<file path="src/rtl/serlink_pkg.sv">
package serlink_pkg;

  typedef enum logic [1:0] {
    LS_SLEEP = 2'd0,
    LS_INIT  = 2'd1,
    LS_SYNC  = 2'd2,
    LS_DATA  = 2'd3
  } link_state_e;

  function automatic logic is_sending(link_state_e s);
    return (s == LS_SYNC) || (s == LS_DATA);
  endfunction

endpackage

</file>
<file path="src/rtl/serlink_timer.sv">
module serlink_timer #(
  parameter int unsigned FRAME_W     = 12,
  parameter int unsigned INIT_FRAMES = 510
) (
  input  logic                         clk,
  input  logic                         rst_n,
  input  logic                         clear,
  input  logic                         run,
  input  logic                         count_init,
  input  logic                         pwr_up,
  output logic [$clog2(FRAME_W)-1:0]   bit_cnt,
  output logic                         frame_end,
  output logic                         init_last
);
  localparam int unsigned BW = $clog2(FRAME_W);
  localparam int unsigned IW = $clog2(INIT_FRAMES + 1);
  localparam logic [BW-1:0] LAST_BIT  = BW'(FRAME_W - 1);
  localparam logic [IW-1:0] LAST_INIT = IW'(INIT_FRAMES - 1);

  logic [IW-1:0] init_cnt;

  assign frame_end = run && (bit_cnt == LAST_BIT);
  assign init_last = (init_cnt == LAST_INIT);

  always_ff @(posedge clk or negedge rst_n) begin
    if (!rst_n) begin
      bit_cnt  <= '0;
      init_cnt <= '0;
    end else if (clear) begin
      bit_cnt  <= '0;
      init_cnt <= '0;
    end else if (run) begin
      bit_cnt <= frame_end ? '0 : bit_cnt + 1'b1;
      if (frame_end && count_init && !init_last)
        init_cnt <= init_cnt + 1'b1;
    end
  end

  AST_BIT_IN_RANGE: assert property (@(posedge clk) disable iff (!rst_n)
    bit_cnt <= LAST_BIT);
  AST_FROZEN_POSITION: assert property (@(posedge clk) disable iff (!rst_n)
    (pwr_up && !run && !clear) |=> $stable(bit_cnt));

endmodule

</file>
<file path="src/rtl/serlink_fsm.sv">
module serlink_fsm
  import serlink_pkg::*;
(
  input  logic        clk,
  input  logic        rst_n,
  input  logic        pwr_up,
  input  logic        frame_end,
  input  logic        init_last,
  input  logic        sync_req,
  output link_state_e state,
  output logic        load,
  output logic        clear_tm
);
  link_state_e nxt;

  always_comb begin
    nxt  = state;
    load = 1'b0;
    if (!pwr_up) begin
      nxt = LS_SLEEP;
    end else begin
      unique case (state)
        LS_SLEEP: nxt = LS_INIT;
        LS_INIT: begin
          if (frame_end && init_last) begin
            load = 1'b1;
            nxt  = sync_req ? LS_SYNC : LS_DATA;
          end
        end
        default: begin
          if (frame_end) begin
            load = 1'b1;
            nxt  = sync_req ? LS_SYNC : LS_DATA;
          end
        end
      endcase
    end
  end

  assign clear_tm = (state == LS_SLEEP);

  always_ff @(posedge clk or negedge rst_n) begin
    if (!rst_n) state <= LS_SLEEP;
    else        state <= nxt;
  end

  AST_POWER_DOWN_SLEEPS: assert property (@(posedge clk) disable iff (!rst_n)
    !pwr_up |=> (state == LS_SLEEP));
  AST_INIT_HOLDS: assert property (@(posedge clk) disable iff (!rst_n)
    (state == LS_INIT && pwr_up && !init_last) |=> (state == LS_INIT));
  AST_WAKE_TO_INIT: assert property (@(posedge clk) disable iff (!rst_n)
    (state == LS_SLEEP && pwr_up) |=> (state == LS_INIT));

endmodule

</file>
<file path="src/rtl/serlink_shifter.sv">
module serlink_shifter #(
  parameter int unsigned DATA_W = 10
) (
  input  logic              clk,
  input  logic              rst_n,
  input  logic              clear,
  input  logic              load,
  input  logic              sel_sync,
  input  logic              shift,
  input  logic [DATA_W-1:0] word,
  output logic              bit_out
);
  localparam int unsigned FRAME_W = DATA_W + 2;
  localparam int unsigned ONES    = FRAME_W / 2;

  function automatic logic [FRAME_W-1:0] data_frame(logic [DATA_W-1:0] w);
    return {1'b0, w, 1'b1};
  endfunction

  function automatic logic [FRAME_W-1:0] sync_frame();
    logic [FRAME_W-1:0] f;
    for (int i = 0; i < FRAME_W; i++) f[i] = (i < ONES);
    return f;
  endfunction

  logic [FRAME_W-1:0] sr;

  always_ff @(posedge clk or negedge rst_n) begin
    if (!rst_n)        sr <= '0;
    else if (clear)    sr <= '0;
    else if (load)     sr <= sel_sync ? sync_frame() : data_frame(word);
    else if (shift)    sr <= sr >> 1;
  end

  assign bit_out = sr[0];

  AST_FRAME_OPENS_HIGH: assert property (@(posedge clk) disable iff (!rst_n)
    load |=> (sr[0] == 1'b1));
  AST_FRAME_CLOSES_LOW: assert property (@(posedge clk) disable iff (!rst_n)
    load |=> (sr[FRAME_W-1] == 1'b0));

endmodule

</file>
<file path="src/rtl/serlink_ctrl.sv">
module serlink_ctrl
  import serlink_pkg::*;
#(
  parameter int unsigned DATA_W      = 10,
  parameter int unsigned INIT_FRAMES = 510
) (
  input  logic              clk,
  input  logic              rst_n,
  input  logic              pwr_up_i,
  input  logic              drv_en_i,
  input  logic              sync_a_i,
  input  logic              sync_b_i,
  input  logic [DATA_W-1:0] word_i,
  output logic              ser_o,
  output logic              ser_oe_o,
  output logic [1:0]        link_state_o
);
  localparam int unsigned FRAME_W = DATA_W + 2;
  localparam int unsigned BW      = $clog2(FRAME_W);

  link_state_e   state;
  logic [BW-1:0] bit_cnt;
  logic          frame_end, init_last, load, clear_tm, run, sync_req, tx_bit;

  assign sync_req = sync_a_i | sync_b_i;
  assign run      = pwr_up_i && drv_en_i && (state != LS_SLEEP);

  serlink_timer #(.FRAME_W(FRAME_W), .INIT_FRAMES(INIT_FRAMES)) timer_i (
    .clk(clk), .rst_n(rst_n), .clear(clear_tm), .run(run),
    .count_init(state == LS_INIT), .pwr_up(pwr_up_i),
    .bit_cnt(bit_cnt), .frame_end(frame_end), .init_last(init_last)
  );

  serlink_fsm fsm_i (
    .clk(clk), .rst_n(rst_n), .pwr_up(pwr_up_i), .frame_end(frame_end),
    .init_last(init_last), .sync_req(sync_req), .state(state),
    .load(load), .clear_tm(clear_tm)
  );

  serlink_shifter #(.DATA_W(DATA_W)) shift_i (
    .clk(clk), .rst_n(rst_n), .clear(clear_tm), .load(load),
    .sel_sync(sync_req), .shift(run), .word(word_i), .bit_out(tx_bit)
  );

  assign ser_oe_o     = drv_en_i && is_sending(state);
  assign ser_o        = ser_oe_o & tx_bit;
  assign link_state_o = state;

  AST_OE_NEEDS_ENABLE: assert property (@(posedge clk) disable iff (!rst_n)
    ser_oe_o |-> drv_en_i);
  AST_SLEEP_QUIET: assert property (@(posedge clk) disable iff (!rst_n)
    (state == LS_SLEEP) |-> !ser_oe_o);
  AST_FREEZE_KEEPS_STATE: assert property (@(posedge clk) disable iff (!rst_n)
    (pwr_up_i && !drv_en_i && state != LS_SLEEP) |=> $stable(state));
  AST_LOAD_AT_LAST_BIT: assert property (@(posedge clk) disable iff (!rst_n)
    load |-> (bit_cnt == BW'(FRAME_W - 1)));

endmodule

</file>
<file path="config.mk">
export PLATFORM = sky130hd
export DESIGN_NAME = serlink_ctrl
export DESIGN_NICKNAME = d
export VERILOG_FILES = /design/src/rtl/serlink_pkg.sv /design/src/rtl/serlink_timer.sv /design/src/rtl/serlink_fsm.sv /design/src/rtl/serlink_shifter.sv /design/src/rtl/serlink_ctrl.sv
export SDC_FILE = /design/constraint.sdc
export NUM_CORES = 1
export LEC_CHECK = 0
export ABC_AREA = 1
export BUFFER_PORTS_ARGS = -buffer_cell sky130_fd_sc_hd__buf_2
export CAP_MARGIN = 40
export CELL_PAD_IN_SITES_DETAIL_PLACEMENT = 0
export CELL_PAD_IN_SITES_GLOBAL_PLACEMENT = 2
export CORE_ASPECT_RATIO = 0.7
export CORE_MARGIN = 8
export CORE_UTILIZATION = 30
export DETAILED_ROUTE_END_ITERATION = 8
export HOLD_SLACK_MARGIN = 0.12
export PLACE_DENSITY_LB_ADDON = 0.05
export SLEW_MARGIN = 20
export SYNTH_ARGS = -nofsm -noshare
export SYNTH_HDL_FRONTEND = slang
export SYNTH_SLANG_ARGS = --single-unit
</file>
<file path="constraint.sdc">
create_clock -name clk -period 1.53 [get_ports clk]
set_input_delay 0.0765 -clock clk [delete_from_list [all_inputs] [get_ports clk]]
set_output_delay 0.0765 -clock clk [all_outputs]
set_load 0.02 [all_outputs]
</file>
# Word level (Yosys, flattened, before mapping)
# Cells that the tools add are included.
[word_totals]
reg_bits = 27
inputBits = 16
output_inout_bits = 4
wordCells = 50
[op_classes]
add_sub_neg = 2
n_eq_ne = 7
mux = 19
bitwise = 2
reduce_logical = 16
[ops]
columns = ["operator", "count"]
rows = [
  ["2-to-1 mux 12 bit", 3],
  ["2-to-1 mux 9 bit", 3],
  ["2-to-1 mux 4 bit", 3],
  ["2-to-1 mux 11 bit", 1],
  ["adder 9 x 1 -> 9 bit (second input constant)", 1],
  ["== test 9 bit (second input constant)", 1],
  ["logical AND 1 bit", 7],
  ["2-to-1 mux 2 bit", 3],
  ["nonzero test 2 bit", 3],
  ["adder 4 x 1 -> 4 bit (second input constant)", 1],
  ["== test 2 bit (second input constant)", 2],
  ["== test 4 bit (second input constant)", 1],
  ["2-to-1 mux 1 bit", 4],
  ["inequality test 4 x 1 -> 1 bit (second input constant)", 1],
  ["one-hot mux 2 bit (2 select lines)", 1],
  ["AND reduction 2 bit", 2],
  ["inequality test 3 x 2 -> 1 bit (second input constant)", 1],
  ["nonzero test 3 bit", 1],
  ["== test 2 x 1 -> 1 bit (second input constant)", 1],
  ["logical NOT 2 bit", 1],
  ["one-hot mux 1 bit (2 select lines)", 1],
  ["bitwise AND 1 bit", 1],
  ["logical NOT 1 bit", 1],
  ["logical OR 1 bit", 1],
  ["bitwise OR 1 bit", 1],
]

# Depth between registers and ports, before layout
# Gate-level depths: netlist of the first run.
[depth]
depth_word = 9
ltp_mapped = 11
depth_no_buf = 10

# Modules after synthesis
# Synthesis of the first run repeated with hierarchy kept, for this count alone.
[unflattened]
hier_cells = 239
hier_area_um2 = 1627.8
[modules_own_cells]
columns = ["module", "instances", "cells_each", "area_each_um2"]
rows = [
  ["serlink_timer", 1, 119, 848.3],
  ["serlink_shifter", 1, 91, 620.6],
  ["serlink_fsm", 1, 19, 116.4],
  ["serlink_ctrl", 1, 10, 42.5],
]

# Least setup slack after synthesis of the first run
# Ideal clock, no wire load.
[synth_timing]
path_kind = "register to register"
startpoint = "reg timer_i.bit_cnt[0]"
endpoint = "reg shift_i.sr[3]"
setup_ns = 0.118
arrival_ns = 1.252
required_ns = 1.412
setup_slack_ns = 0.160
stages_incl_launch_ff = 11
path_cell_list = "dfrtp_1 -> ha_1 -> nand3_1 -> inv_1 -> nand2_4 -> inv_4 -> nand2_2 -> buf_6 -> nand2_1 -> nand3_1 -> nand2_1"
[synth_via]
elab_chain_cells = 8
elab_cells_between_ends = 10
classes_between = "1 x eq/ne; 6 x mux; 3 x reduce/logical"
[synth_lines]
columns = ["element", "line", "text"]
rows = [
  ["from (decl)", "serlink_timer.sv:11", "output logic [$clog2(FRAME_W)-1:0] bit_cnt,"],
  ["from (signal assigned)", "serlink_timer.sv:33", "bit_cnt <= frame_end ? '0 : bit_cnt + 1'b1;"],
  ["== test 4 bit *", "serlink_timer.sv:22", "assign frame_end = run && (bit_cnt == LAST_BIT);"],
  ["logical AND 1 bit *", "serlink_timer.sv:22", ""],
  ["logical AND 1 bit", "serlink_fsm.sv:25", "if (frame_end && init_last) begin"],
  ["2-to-1 mux 1 bit", "serlink_fsm.sv:25", ""],
  ["one-hot mux 1 bit (2 select lines) *", "serlink_fsm.sv:22", "unique case (state)"],
  ["2-to-1 mux 1 bit *", "serlink_fsm.sv:19", "if (!pwr_up) begin"],
  ["2-to-1 mux 12 bit", "serlink_shifter.sv:31", "else if (load) sr <= sel_sync ? sync_frame() : data_frame(word);"],
  ["2-to-1 mux 12 bit", "serlink_shifter.sv:30", "else if (clear) sr <= '0;"],
  ["to (signal assigned)", "serlink_shifter.sv:31", ""],
  ["to (signal assigned)", "serlink_shifter.sv:32", "else if (shift) sr <= sr >> 1;"],
  ["to (decl)", "serlink_shifter.sv:26", "logic [FRAME_W-1:0] sr;"],
]
# Every way passes the cells marked *; elsewhere a longest branch is shown, timed or not.
# A chain may end at the register's enable or synchronous reset.

# Final worst setup path of the first run
[layout_timing]
startpoint = "reg timer_i.init_cnt[1]"
endpoint = "reg timer_i.init_cnt[4]"
[layout_via]
elab_chain_cells = 5
elab_cells_between_ends = 9
classes_between = "1 x add/sub; 1 x eq/ne; 3 x mux; 4 x reduce/logical"
[layout_lines]
columns = ["element", "line", "text"]
rows = [
  ["from (decl)", "serlink_timer.sv:20", "logic [IW-1:0] init_cnt;"],
  ["from (signal assigned)", "serlink_timer.sv:35", "init_cnt <= init_cnt + 1'b1;"],
  ["branches (longest 5 deep; another with adder 9 x 1 -> 9 bit)", "n/a", ""],
]
# Several ways; the timed one is not identified. The select of a mux whose other input is x is not followed.

==> results of run 1 <==
[cells in the final DEF (no fill, tap or decap), types with 2 or more instances in the layout]
cell,instances
nand2_2,2
nor2_2,3
nand2_1,60
xor2_1,2
clkbuf_8,4
o21bai_1,3
buf_2,19
buf_6,2
nor2_1,11
dlygate4sd3_1,7
buf_4,19
inv_1,23
nor2_4,5
nand3_1,28
ha_2,2
dfrtp_1,26
buf_12,2
inv_2,3
o21ai_0,2
nand2_4,2
nand4_1,11
o21ai_1,4
[logic make-up after synthesis]
kind of cell             synth area share (%)
XOR/XNOR                                 1.72
AND/OR/NAND/NOR                          38.1
flip-flops                               42.7
adder cells (fa/ha/maj)                  2.46
buffers and inverters                    9.28
AO/OA/AOI/OAI                            5.75
[routing by layer]
layer | routed length [um] | vias to the layer above | part of all wire [%] | global-route usage (%)
li1 | - | 742 | - | -
met1 | 2160 | 685 | 55 | 15.6
met2 | 1600 | 31 | 40 | 15.3
met3 | 170 | 2 | 4.3 | 3.01
met4 | 17 | 0 | 0.43 | 2.96
met5 | 0 | - | 0 | 0
[cell type report]
type                       count  area share [%]
multi-input combinational    144            38.1
clock buffer                   4            2.69
sequential                    26            31.8
timing repair buffer          49            18.1
inverter                      27            5.07
tap                           69            4.22
[worst max-delay path, delay by kind of cell (launching register included)]
family,cells,cell delay [ns]
adders and majority gates,1,0.17
buffers and inverters,3,0.31
DFF,1,0.40
and+or+nand+nor,4,0.45
[flip-flops by register name, indices dropped and copies added, names as in the netlist]
signal            flops
timer_i.init_cnt      9
shift_i.sr           11
timer_i.bit_cnt       4
fsm_i.state           2
[stage by stage]
stage / instance area (um^2) / total power [W]
floorplan: 1520 / 0.00117
CTS: 1950 / 0.00191
global placement: 1820 / 0.00144
finish: 2050 / 0.00199
global route: 2050 / 0.00211
detailed placement: 1820 / 0.00144
[how the worst max path moves through the flow]
| stage | end | slack [ns] | cells past startpoint |
|---|---|---|---|
| after floorplan | shift_i.sr[3] | 0.16 | 10 |
| after global placement | timer_i.init_cnt[7] | 0.06 | 9 |
| after detailed placement | shift_i.sr[8] | 0.03 | 9 |
| after CTS | shift_i.sr[8] | 0.01 | 9 |
| after global routing | timer_i.init_cnt[5] | -0.02 | 10 |
| final | timer_i.init_cnt[4] | 0.09 | 8 |
[power groups by stage]
stage / Clock, W / Combinational (W) / Sequential, W
3_3_place_gp: 0 / 0.000674 / 0.000769
6_report: 0.000447 / 0.000780 / 0.000761
4_1_cts: 0.000470 / 0.000678 / 0.000762
2_1_floorplan: 0 / 0.000373 / 0.000796
5_1_grt: 0.000505 / 0.000843 / 0.000766
3_5_place_dp: 0 / 0.000664 / 0.000775
[timing repair]
action                     in CTS  in global routing
hold endpoints to repair       32                  0
setup endpoints to repair       0                 20
buffers inserted                0                  4
hold buffers                    7                  0
gates resized for setup         0                 17
==> flow_metrics.env, run 1 <==
export IMPL_tightest_slew_ns=0.596
export IMPL_final_nets=270
export IMPL_status="finished, final reports clean"
export IMPL_drt_iter0_drc=54
export IMPL_slew_headroom_pct=60.2
export IMPL_reg2reg_from="timer_i.init_cnt[1]"
export IMPL_crit_path_frequent_cell="buf_4"
export IMPL_postSynthAreaPerCell_um2=7.51
export IMPL_drt_total_wl_um=3950
export IMPL_cts_sinks=26
export IMPL_grt_max_degree=27
export IMPL_ys_ff_latch=26
export IMPL_grt_pass1_wl_um=6500
export IMPL_antenna_found_initial=0
export IMPL_synthCells=203
export IMPL_synth_cell_type_count=26
export IMPL_r2r_slack_ns=0.09
export IMPL_p_int_w=0.00125
export IMPL_multiInputGateArea_um2=781
export IMPL_ff2ff_path_depth=8
export IMPL_syn_nets=222
export IMPL_min_from="word_i[3]"
export IMPL_grt_usage_pct=10.9
export IMPL_path_cells="buf_4 > buf_4 > ha_2 > inv_2 > nor2_2 > or2_2 > nand4_1 > nand2_1"
export IMPL_synth_most_common_cell="nand2_1"
export IMPL_synth_top_area_share_pct=42.7
export IMPL_synth_area_um2=1520
export IMPL_die_h_um=75.6
export IMPL_hold_depth=5
export IMPL_cp_slowest_cell="dfrtp_1"
export IMPL_cts_tree="yes"
export IMPL_instances_no_fill=319
export IMPL_dieArea_um2=7650
export IMPL_holdWs_ns=0.138
export IMPL_placementRows=21
export IMPL_min_to="shift_i.sr[4]"
export IMPL_drv_slew=0
export IMPL_max_stage_delay_ns=0.40
export IMPL_switchingPower_w=0.000734
export IMPL_arrival_ns=1.61
export IMPL_synth_seq_area_share_pct=42.7
export IMPL_final_setup_viol_count=0
export IMPL_drt_pass1_iter_count=4
export IMPL_setup_ws_ns=0.0856
export IMPL_switching_share_pct=36.9
export IMPL_timing_final_hold_violations=0
export IMPL_leakage_nw=1.08
export IMPL_root_buffer="clkbuf_8"
export IMPL_rr_endpoint="timer_i.init_cnt[4]"
export IMPL_die_w_um=101
export IMPL_detail_route_antenna_nets=0
export IMPL_vias_per_cell=4.58
export IMPL_synth_largest_area_cell="dfrtp_1"
export IMPL_synth_edf_count=0
export IMPL_dp_cells=304
export IMPL_clk_pin_slew_ns=0.09
export IMPL_finClkSkew_ns=0.00245
export IMPL_drive_gt1_share_pct=26.8
export IMPL_place_congestion=0.775
export IMPL_via_count=1460
export IMPL_clkPwrFrac_pct=22.5
export IMPL_htree_num_levels=1
export IMPL_synth_common_cells="62 x nand2_1, 28 x nand3_1, 26 x dfrtp_1, 26 x inv_1, 14 x nor2_1"
export IMPL_regArea_um2=651
export IMPL_clk_latency_ns=0.27
export IMPL_ios=20
export IMPL_combPwrFrac_pct=39.2
export IMPL_synth_area_leaders="dfrtp_1 43%, nand2_1 15%, nand3_1 9.2%"
export IMPL_maxCapViolCount=0
export IMPL_yosys_warnings=0
export IMPL_crit_required_ns=1.70
export IMPL_syn_to_final_growth_pct=34.3
export IMPL_p_per_area_nw_per_um2=971
export IMPL_crit_start="timer_i.init_cnt[1]"
export IMPL_drt_wirelength_per_cell_um=12.4
export IMPL_numCtsBuffers=3
export IMPL_fin_crit_ns=1.44
export IMPL_hpwl_um=2990
export IMPL_finalSetupTns_ns=0
export IMPL_cp_end_kind="register"
export IMPL_fin_util_pct=42.3
export IMPL_nFillCells=509
export IMPL_antenna_cells=0
export IMPL_grt_overflow_total=0
export IMPL_worstSetupStartpointType="register"
export IMPL_async_flop_share_pct=100
export IMPL_hp_class="primary input to register"
export IMPL_finalCritPeriodShare_pct=94.4
export IMPL_irDropWorstVdd_v=0.000386
export IMPL_grt_pass1_vias=1347
export IMPL_seq_power_share_pct=38.3
export IMPL_synthFlopType="dfrtp_1"
export IMPL_rsz0062_at_grt="true"
export IMPL_criticalPathCategory="register to register"
export IMPL_dp_slack_ns=0.0302
export IMPL_io_buffers=19
export IMPL_drc_errors=0
export IMPL_coreArea_um2=4830
export IMPL_start_util_pct=31.5
export IMPL_crit_path_max_fanout=4
export IMPL_clk_path_buf_depth=2
export IMPL_fmax_ghz=0.692
No activity file was read; power rests on OpenSTA's default activity.
==> run 2, diff against run 1 <==
--- a/config.mk
+++ b/config.mk
@@ -16,5 +16,5 @@
 export DETAILED_ROUTE_END_ITERATION = 8
 export HOLD_SLACK_MARGIN = 0.12
-export PLACE_DENSITY_LB_ADDON = 0.05
+export PLACE_DENSITY = 0.83
 export SLEW_MARGIN = 20
 export SYNTH_ARGS = -nofsm -noshare
==> constraint.sdc (replaced) <==
create_clock -name clk -period 1.53 [get_ports clk]
set_input_delay 0.3825 -clock clk [delete_from_list [all_inputs] [get_ports clk]]
set_output_delay 0.3825 -clock clk [all_outputs]
set_load 0.02 [all_outputs]
==> run 2 against run 1 <==
Compared with the run above:
- final cell count fell by 3.4%
- non-clock buffer count fell by 11
- sequential power barely moved
- register-to-register slack got worse by 0.03 ns
- clock skew barely moved
- first-iteration DRC count rose by 100%
- design area fell by 6.2%
- global-route usage barely moved
- combinational power fell by 11%
- highest routed layer unchanged
==> flow_metrics.env, run 2 (same netlist as run 1, synthesis figures left out) <==
export IMPL_worstSetupStartpointType="register"
export IMPL_detail_route_antenna_nets=0
export IMPL_largest_register="shift_i.sr"
export IMPL_fin_util_pct=39.7
export IMPL_dieArea_um2=7650
export IMPL_criticalPathCategory="register to register"
export IMPL_clk_latency_ns=0.27
export IMPL_grt_usage_pct=10.8
export IMPL_final_common_cell="nand2_1"
export IMPL_htree_num_levels=1
export IMPL_cts_tree="yes"
export IMPL_clk_pin_slew_ns=0.10
export IMPL_finalSetupTns_ns=0
export IMPL_place_congestion=0.746
export IMPL_leakage_nw=1.03
export IMPL_drt_total_wl_um=3800
export IMPL_start_util_pct=31.5
export IMPL_clk_path_buf_depth=2
export IMPL_timing_final_hold_violations=0
export IMPL_setup_ws_ns=0.0591
export IMPL_finalCritPeriodShare_pct=96.1
export IMPL_die_w_um=101
export IMPL_irDropWorstVdd_v=0.000416
export IMPL_grt_overflow_total=0
export IMPL_rsz0062_at_grt="true"
export IMPL_crit_path_max_fanout=4
export IMPL_syn_to_final_growth_pct=25.9
export IMPL_placed_area_um2=1790
export IMPL_fin_crit_ns=1.47
export IMPL_reg_top3="shift_i.sr (11), timer_i.init_cnt (9), timer_i.bit_cnt (4)"
export IMPL_reg2reg_from="timer_i.init_cnt[0]"
export IMPL_p_per_area_nw_per_um2=1070
export IMPL_rr_endpoint="timer_i.init_cnt[4]"
export IMPL_die_h_um=75.6
export IMPL_slew_headroom_pct=59.1
export IMPL_drv_slew=0
export IMPL_grt_pass1_vias=1316
export IMPL_drt_iter0_drc=110
export IMPL_maxCapViolCount=0
export IMPL_final_nets=259
export IMPL_grt_max_degree=27
export IMPL_drc_errors=0
export IMPL_hpwl_um=2830
export IMPL_crit_start="timer_i.init_cnt[0]"
export IMPL_final_setup_viol_count=0
export IMPL_via_count=1398
export IMPL_status="finished, final reports clean"
export IMPL_vias_per_cell=4.54
export IMPL_ios=20
export IMPL_drt_wirelength_per_cell_um=12.3
export IMPL_drive_gt1_share_pct=25.1
export IMPL_cp_end_kind="register"
export IMPL_design_area_um2=1920
export IMPL_crit_path_end="timer_i.init_cnt[4]"
export IMPL_tightest_slew_ns=0.614
export IMPL_numCtsBuffers=3
export IMPL_total_power_w=0.00205
export IMPL_cts_sinks=26
export IMPL_hp_class="primary input to async pin"
export IMPL_drt_pass1_iter_count=4
export IMPL_placementRows=21
export IMPL_r2r_slack_ns=0.06
export IMPL_crit_required_ns=1.70
export IMPL_antenna_cells=0
export IMPL_finClkSkew_ns=0.00245
export IMPL_arrival_ns=1.64
export IMPL_root_buffer="clkbuf_8"
export IMPL_antenna_found_initial=0
export IMPL_coreArea_um2=4830
export IMPL_grt_pass1_wl_um=6470
export IMPL_fmax_ghz=0.680
export IMPL_io_buffers=19
export IMPL_dp_slack_ns=-0.0185
export IMPL_largest_register_ffs=11
export IMPL_ff2ff_path_depth=7
export IMPL_final_cell_mix="61 x nand2_1, 27 x nand3_1, 25 x dfrtp_1, 23 x inv_1, 19 x buf_2"
-- run 2: cell count changes in the layout (fill, tap and decap cells not counted), sizes merged --
cell | previous run | this run
buf | 42 | 38
bufinv | 0 | 1
clkbuf | 4 | 3
dlygate4sd3 | 7 | 0
-- run 2: cell type report --
cell class / instances / area, um^2
Timing Repair Buffer: 38 / 241
Sequential cell: 26 / 652
Fill cell: 533 / 2920
Clock buffer: 3 / 41.3
Tap cell: 69 / 86.3
Multi-Input combinational cell: 144 / 764
Inverter: 27 / 104
Clock inverter: 1 / 30.0
-- run 2: critical path, stage by stage (launching register included) --
cell and delay [ns]:
dfrtp_1 0.43, buf_4 0.16, ha_1 0.21, inv_2 0.06, nor2_1 0.07, or2_2 0.28, nand4_1 0.11, nand2_1 0.06
-- run 2: worst min-delay path by stage --
stage,endpoint,slack (ns)
6_report,timer_i.init_cnt[5],0.11
2_1_floorplan,fsm_i.state[0],0.09
5_1_grt,timer_i.init_cnt[0],0.16
3_3_place_gp,timer_i.init_cnt[5],0.43
4_1_cts,timer_i.init_cnt[5],0.13
3_5_place_dp,timer_i.init_cnt[5],0.44
-- run 2: timing repair --
action,4_1_cts,5_1_grt
endpoints found under the setup margin,7,21
setup buffers,0,3
hold buffers,0,0
pin swaps,0,8
gates resized for setup,1,11
-- run 2: report_power, final --
group / switching (W) / total [W] / leakage, nW / internal (W)
clock network: 0.000239 / 0.000589 / 0.0357 / 0.000350
logic: 0.000441 / 0.000695 / 0.633 / 0.000254
registers: 0.0000434 / 0.000764 / 0.359 / 0.000721
-- run 2: metal layers --
layer | share of wire, % | routed length [um] | global-route usage, %
met3 | 5.2 | 199 | 3.01
met4 | 0.37 | 14 | 2.46
met5 | 0 | 0 | 0
met1 | 53 | 2030 | 16.2
met2 | 41 | 1550 | 14.7
-- run 2: metrics by stage --
stage,std cells,hold WS (ns)
floorplan,203,0.0869
global placement,301,0.434
detailed placement,301,0.438
CTS,305,0.132
global route,308,0.159
finish,308,0.106
